### src/rtl/xbz_pkg.sv
package xbz_pkg;
  localparam int unsigned ZONE_W    = 3;
  localparam int unsigned NUM_SLOTS = 1 << ZONE_W;
  localparam int unsigned NUM_CS    = 3;
  localparam int unsigned SEL_W     = ZONE_W + 1;
  localparam logic [NUM_SLOTS-1:0] ZONE_PRESENT = 8'b1100_0111;
  localparam logic [ZONE_W-1:0]    TOP_ZONE     = 3'd7;
  localparam logic [SEL_W-1:0]     SEL_MODE     = 4'd8;

  typedef enum logic [1:0] {ST_IDLE, ST_ACCESS, ST_DONE} xbz_state_e;

  function automatic logic [1:0] cs_index(logic [ZONE_W-1:0] zone);
    case (zone)
      3'd0, 3'd1: cs_index = 2'd0;
      3'd2:       cs_index = 2'd1;
      default:    cs_index = 2'd2;
    endcase
  endfunction
endpackage

### src/rtl/xbz_cfg_regs.sv
module xbz_cfg_regs
  import xbz_pkg::*;
#(
  parameter int unsigned WS_W = 4
) (
  input  logic              clk_i,
  input  logic              rst_ni,
  input  logic              mode_pin_i,
  input  logic              cfg_we_i,
  input  logic [SEL_W-1:0]  cfg_sel_i,
  input  logic [WS_W:0]     cfg_wdata_i,
  input  logic [ZONE_W-1:0] rd_zone_i,
  output logic [WS_W-1:0]   wait_o,
  output logic              ready_en_o,
  output logic              mode_o
);
  logic [WS_W-1:0] wait_q [NUM_SLOTS];
  logic            ren_q  [NUM_SLOTS];

  for (genvar k = 0; k < NUM_SLOTS; k++) begin : g_slot
    if (ZONE_PRESENT[k]) begin : g_on
      logic hit;
      assign hit = cfg_we_i && !cfg_sel_i[SEL_W-1] &&
                   (cfg_sel_i[ZONE_W-1:0] == ZONE_W'(k));
      always_ff @(posedge clk_i or negedge rst_ni) begin
        if (!rst_ni) begin
          wait_q[k] <= '1;
          ren_q[k]  <= 1'b0;
        end else if (hit) begin
          wait_q[k] <= cfg_wdata_i[WS_W-1:0];
          ren_q[k]  <= cfg_wdata_i[WS_W];
        end
      end
    end else begin : g_off
      assign wait_q[k] = '0;
      assign ren_q[k]  = 1'b0;
    end
  end

  // mode bit tracks the pin while reset is held
  logic mode_q;
  always_ff @(posedge clk_i) begin
    if (!rst_ni)                                mode_q <= mode_pin_i;
    else if (cfg_we_i && cfg_sel_i == SEL_MODE) mode_q <= cfg_wdata_i[0];
  end

  assign wait_o     = wait_q[rd_zone_i];
  assign ready_en_o = ren_q[rd_zone_i];
  assign mode_o     = mode_q;
endmodule

### src/rtl/xbz_decode.sv
module xbz_decode
  import xbz_pkg::*;
(
  input  logic [ZONE_W-1:0] zone_i,
  input  logic              io_i,
  input  logic              mode_i,
  output logic              hit_o,
  output logic [1:0]        cs_idx_o
);
  always_comb begin
    hit_o    = !io_i && ZONE_PRESENT[zone_i] && ((zone_i != TOP_ZONE) || mode_i);
    cs_idx_o = cs_index(zone_i);
  end
endmodule

### src/rtl/xbz_timer.sv
module xbz_timer #(
  parameter int unsigned WS_W = 4
) (
  input  logic            clk_i,
  input  logic            rst_ni,
  input  logic            load_i,
  input  logic [WS_W-1:0] load_val_i,
  input  logic            step_i,
  output logic            expired_o
);
  logic [WS_W-1:0] cnt_q;

  always_ff @(posedge clk_i or negedge rst_ni) begin
    if (!rst_ni)                     cnt_q <= WS_W'(1);
    else if (load_i)                 cnt_q <= (load_val_i == '0) ? WS_W'(1) : load_val_i;
    else if (step_i && !expired_o)   cnt_q <= cnt_q - WS_W'(1);
  end

  assign expired_o = (cnt_q <= WS_W'(1));
endmodule

### src/rtl/xbz_ctrl.sv
module xbz_ctrl
  import xbz_pkg::*;
#(
  parameter int unsigned ADDR_W = 20,
  parameter int unsigned DATA_W = 16,
  parameter int unsigned WS_W   = 4
) (
  input  logic              clk_i,
  input  logic              rst_ni,
  input  logic              mode_pin_i,
  input  logic              cfg_we_i,
  input  logic [3:0]        cfg_sel_i,
  input  logic [WS_W:0]     cfg_wdata_i,
  input  logic              req_valid_i,
  input  logic              req_we_i,
  input  logic              req_io_i,
  input  logic [ADDR_W-1:0] req_addr_i,
  input  logic [DATA_W-1:0] req_wdata_i,
  output logic              req_done_o,
  output logic [DATA_W-1:0] req_rdata_o,
  output logic [ADDR_W-1:0] xaddr_o,
  output logic [DATA_W-1:0] xdata_o,
  output logic              xdata_oe_o,
  input  logic [DATA_W-1:0] xdata_i,
  output logic              xrd_n_o,
  output logic              xwr_n_o,
  output logic [2:0]        xcs_n_o,
  input  logic              xready_i
);
  localparam int unsigned ZLSB = ADDR_W - ZONE_W;

  xbz_state_e        state_q;
  logic [ADDR_W-1:0] addr_q;
  logic [DATA_W-1:0] wdata_q, rdata_q;
  logic              we_q, ren_q;
  logic [1:0]        cs_idx_q;

  logic [ZONE_W-1:0] zone_w;
  logic [WS_W-1:0]   wait_w;
  logic              ren_w, mode_w, hit_w, expired_w;
  logic [1:0]        cs_idx_w;
  logic              accept, in_access, finish;

  assign zone_w    = req_addr_i[ADDR_W-1:ZLSB];
  assign accept    = req_valid_i && (state_q == ST_IDLE);
  assign in_access = (state_q == ST_ACCESS);

  xbz_cfg_regs #(.WS_W(WS_W)) u_cfg (
    .clk_i, .rst_ni, .mode_pin_i, .cfg_we_i, .cfg_sel_i, .cfg_wdata_i,
    .rd_zone_i(zone_w), .wait_o(wait_w), .ready_en_o(ren_w), .mode_o(mode_w)
  );

  xbz_decode u_dec (
    .zone_i(zone_w), .io_i(req_io_i), .mode_i(mode_w),
    .hit_o(hit_w), .cs_idx_o(cs_idx_w)
  );

  xbz_timer #(.WS_W(WS_W)) u_tmr (
    .clk_i, .rst_ni, .load_i(accept && hit_w), .load_val_i(wait_w),
    .step_i(in_access), .expired_o(expired_w)
  );

  assign finish = in_access && expired_w && (!ren_q || xready_i);

  always_ff @(posedge clk_i or negedge rst_ni) begin
    if (!rst_ni) begin
      state_q  <= ST_IDLE;
      addr_q   <= '0;
      wdata_q  <= '0;
      rdata_q  <= '0;
      we_q     <= 1'b0;
      ren_q    <= 1'b0;
      cs_idx_q <= '0;
    end else begin
      unique case (state_q)
        ST_IDLE: if (accept) begin
          addr_q   <= req_addr_i;
          wdata_q  <= req_wdata_i;
          we_q     <= req_we_i;
          ren_q    <= ren_w;
          cs_idx_q <= cs_idx_w;
          if (hit_w) state_q <= ST_ACCESS;
          else begin
            rdata_q <= '0;
            state_q <= ST_DONE;
          end
        end
        ST_ACCESS: if (finish) begin
          rdata_q <= we_q ? '0 : xdata_i;
          state_q <= ST_DONE;
        end
        default: state_q <= ST_IDLE;
      endcase
    end
  end

  for (genvar c = 0; c < NUM_CS; c++) begin : g_cs
    assign xcs_n_o[c] = !(in_access && (cs_idx_q == 2'(c)));
  end

  assign xrd_n_o     = !(in_access && !we_q);
  assign xwr_n_o     = !(in_access && we_q);
  assign xdata_oe_o  = in_access && we_q;
  assign xdata_o     = wdata_q;
  assign xaddr_o     = addr_q;
  assign req_done_o  = (state_q == ST_DONE);
  assign req_rdata_o = rdata_q;
endmodule

### config.mk
export PLATFORM = sky130hd
export DESIGN_NAME = xbz_ctrl
export DESIGN_NICKNAME = d
export VERILOG_FILES = /design/src/rtl/xbz_pkg.sv /design/src/rtl/xbz_cfg_regs.sv /design/src/rtl/xbz_decode.sv /design/src/rtl/xbz_timer.sv /design/src/rtl/xbz_ctrl.sv
export SDC_FILE = /design/constraint.sdc
export NUM_CORES = 1
export LEC_CHECK = 0
export BUFFER_PORTS_ARGS = -buffer_cell sky130_fd_sc_hd__buf_2
export CORE_ASPECT_RATIO = 1.5
export CORE_UTILIZATION = 55
export CTS_CLUSTER_DIAMETER = 150
export DETAILED_ROUTE_END_ITERATION = 16
export GPL_TIMING_DRIVEN = 0
export HOLD_SLACK_MARGIN = 0.05
export PLACE_DENSITY = 0.94
export SYNTH_ARGS = -nofsm -noshare
export SYNTH_HDL_FRONTEND = slang
export SYNTH_SLANG_ARGS = --single-unit
### constraint.sdc
create_clock -name clk_i -period 4.6 [get_ports clk_i]
set_clock_uncertainty 0.2 [all_clocks]
set_input_delay 0.23 -clock clk_i [delete_from_list [all_inputs] [get_ports clk_i]]
set_output_delay 0.23 -clock clk_i [all_outputs]
set_load 0.05 [all_outputs]
==> summary.md <==
| Metric | Value |
|---|---|
| Outcome | finished, violations left |
| Failing checks | DRC |
| Global-route track usage on met1 | 32.4% |
| Nets | 571 |
| Diode count | 0 |
| Met3 usage | 5.97% |
| TritonCTS Sinks | 88 |
| CP Launch Type | flop |
| Maximum VDD drop | 0.000437 V |
| Die height | 106 um |
| WHS | 0.125 ns |
| Hold/Removal Path Class | in -> reg |
| Clk root buf | clkbuf_8 |
| CTS tree | yes |
| Post-synth EDFFs | 1 |
| Row Count | 37 |
| I/O pins | 128 |
| Worst-Margin Slew | 0.551 ns |
| Skew-Pair Late Insertion Delay | 0.36 ns |
| Fin worst setup slack | 1.96 ns |
| Slowest-stage cell, CP | dfrtp_1 |
| Drt via density | 5.66 |
| Clock transition at path regs | 0.08 ns |
| Initial Utilization | 57.4% |
| Power per Cell Area | 663 nW/um^2 |
| CTS Buffer Depth | 2 |
| Antenna viol nets, final | 0 |
| Initial antenna violation count | 0 |
| Post-CTS Setup Bufs | 0 |
| Yosys top cell area share | 41.7% |
| Largest area contributor in the netlist | dfrtp_1 |
| GR Overflow Total | 0 |
| First-pass DRT Iterations | 10 |
| Yosys reg bits | 88 |
| Setup Viol. Count Final | 0 |
| Vias in the first global route | 3667 |
| CP bufs+invs | 3 |
| Top FF cell, synth | dfrtp_1 |
| Final routed DRC violation total | 13 |
| CP arrival | 2.21 ns |
| Mapped Area | 3960 sq um |
| Post-Syn Instances | 301 |
| YS warnings | 0 |
| Post-layout minimum cycle time | 2.64 ns |
| Setup TNS | 0 ns |
| Detail Placement HPWL | 6.64 mm |
| Kind of cell adding the most delay to the critical path | buffers and inverters |
| CP endpoint kind | output port |
| Total Wirelength | 11.8 mm |
| DR WL/cell | 20.2 um |
| Leak | 0.00263 uW |
| Pin count of the biggest net entering global routing | 59 |
| Slew headroom | 63.3% |
| Largest stage delay on the critical path | 0.50 ns |
| Vias | 3302 |
| Final Max Tran Viols | 0 |
| Top cells by count, synth | 66 x dfrtp_1, 63 x mux2_2, 27 x mux2i_1 |
| GPL Wtd Cong | 0.772 |
| Most frequent cell after synthesis | dfrtp_1 |
| Total GRT Usage | 32.5% |
| Hold path depth | 3 |
| Critical path depth | 5 |
| # port buffers | 125 |
| CTS H-Tree Depth | 3 |
| CTS buffer count | 9 |
| Area contributors post-synth | dfrtp_1 42%, mux2_2 18%, dfstp_2 14%, mux2i_1 6.8%, nand2_1 2.4% |
| First-pass GRT wire length | 18.2 mm |
| R2R cell count | 8 |
| Share of the clock period used by the worst path | 57.5% |
| Die area | 7560 sq um |
| RSZ-0062 raised after global routing | false |
| Pre-CTS setup slack | 2.48 ns |
| Filler Cell Count | 384 |
| Syn_nets | 372 |
| CP cell instances | nand2b_2 > nor2_2 > clkbuf_1 > inv_1 > buf_2 |
| Post-cts repair resize count | 0 |
| CP Max Fanout | 10 |
| Grt peak-use layer | met2 |
| Max-Cap Viols | 0 |
| Worst EP required | 4.17 ns |
| Part of the Yosys area used for sequential elements | 56.4% |
| Initial DRC count | 245 |
| Fmax | 0.378 GHz |
| CORE AREA | 6900 sq um |
| Met2 Usage GRT | 57.8% |
| Count of cell types in the netlist | 47 |
| Area Overhead vs Synth | 38.9% |
| Crit Path Category | reg -> out |
| Ys async rst share | 98.9% |
| Pwr Total | 3650 uW |
| Share of cells above drive strength 1 | 49.3% |
| Die Width | 71.3 um |
| Final Hold Viols | 0 |
| Avg Synthesized Cell Area | 13.2 sq um |
-- metrics by stage --
step,area [sq um],cells,utilization (%)
final,5500,583,79.8
after global routing,5500,583,79.8
after CTS,5500,583,79.8
after detailed placement,4720,505,68.4
after global placement,4690,504,67.9
after floorplan,3960,301,-
-- worst paths after layout --
check	startpoint	end	slack (ns)
max reg2reg	u_tmr.cnt_q[0]$_DFFE_PN1P_	req_rdata_o[8]$_DFFE_PN0P_	2.40
min	cfg_sel_i[3]	u_cfg.mode_o$_DFFE_PP_	0.12
max in group asynchronous	rst_ni	u_cfg.wait_q[24]$_DFFE_PN1P_	3.38
min reg2reg	xaddr_o[18]$_DFFE_PN0P_	xaddr_o[18]$_DFFE_PN0P_	0.31
min in group asynchronous	rst_ni	xdata_o[7]$_DFFE_PN0P_	0.15
max	state_q[0]$_DFFE_PN0P_	xrd_n_o	1.96
-- state kept, by name, summed over array words and instances (netlist names), 2 cells and up --
register / count
cs_idx_q: 2
req_rdata_o: 16
state_q: 2
u_cfg.ren_q: 5
u_cfg.wait_q: 20
u_tmr.cnt_q: 4
xaddr_o: 20
xdata_o: 16
-- cell usage in the layout, fill, tap and decap left out, types with 3 or more instances in the layout --
| master | instances |
|---|---|
| a21oi_1 | 3 |
| buf_2 | 126 |
| buf_4 | 4 |
| buf_6 | 5 |
| clkbuf_1 | 3 |
| clkbuf_8 | 10 |
| clkinv_2 | 3 |
| dfrtp_1 | 66 |
| dfstp_2 | 21 |
| dlygate4sd3_1 | 62 |
| inv_1 | 21 |
| mux2_2 | 63 |
| mux2i_1 | 27 |
| nand2_1 | 25 |
| nand3_1 | 4 |
| nand3b_1 | 4 |
| nor2_1 | 14 |
| nor3_1 | 3 |
-- layout make-up --
cell class / count / area (sq um) / area share [%]
Clock buffer: 12 / 145 / 2.64
Clock inverter: 4 / 22.5 / 0.409
Sequential cell: 88 / 2230 / 40.6
Buffer: 12 / 113 / 2.05
Inverter: 22 / 82.6 / 1.50
Tap cell: 78 / 97.6 / 1.77
Multi-Input combinational cell: 179 / 1530 / 27.9
Timing Repair Buffer: 188 / 1280 / 23.2
-- kinds of logic (layout without fill, tap and decap cells) --
group                    count (synthesis)  count (layout)  share of synthesized area [%]
adder cells (fa/ha/maj)                  2               2                          0.631
multiplexers                            90              90                           24.7
AND/OR/NAND/NOR                         69              69                           9.60
buffers and inverters                   34             238                           4.93
flip-flops                              88              88                           56.4
XOR/XNOR                                 1               1                          0.221
AO/OA/AOI/OAI                           17              17                           3.54
-- routing by layer --
metal  wire (um)  part of all wire, %
met5           0                    0
met1        3870                   33
met4         845                  7.2
met2        6380                   54
met3         652                  5.5
-- worst min-delay path, delay by kind of cell --
family	cells	cell delay, ns
buffers and inverters	1	0.12
AO/OA/AOI/OAI	1	0.09
AND/OR/NAND/NOR	1	0.07
-- what timing repair did --
| item | in CTS | in global routing |
|---|---|---|
| hold endpoints to repair | 151 | 0 |
| setup endpoints to repair | 0 | 0 |
| hold buffers | 62 | 0 |
-- power breakdown --
group | switching, uW | leakage (uW) | internal [uW]
logic | 1270 | 0.00150 | 601
clock network | 265 | 0.0000861 | 209
registers | 202 | 0.00105 | 1100
No activity file was read; power rests on OpenSTA's default activity.
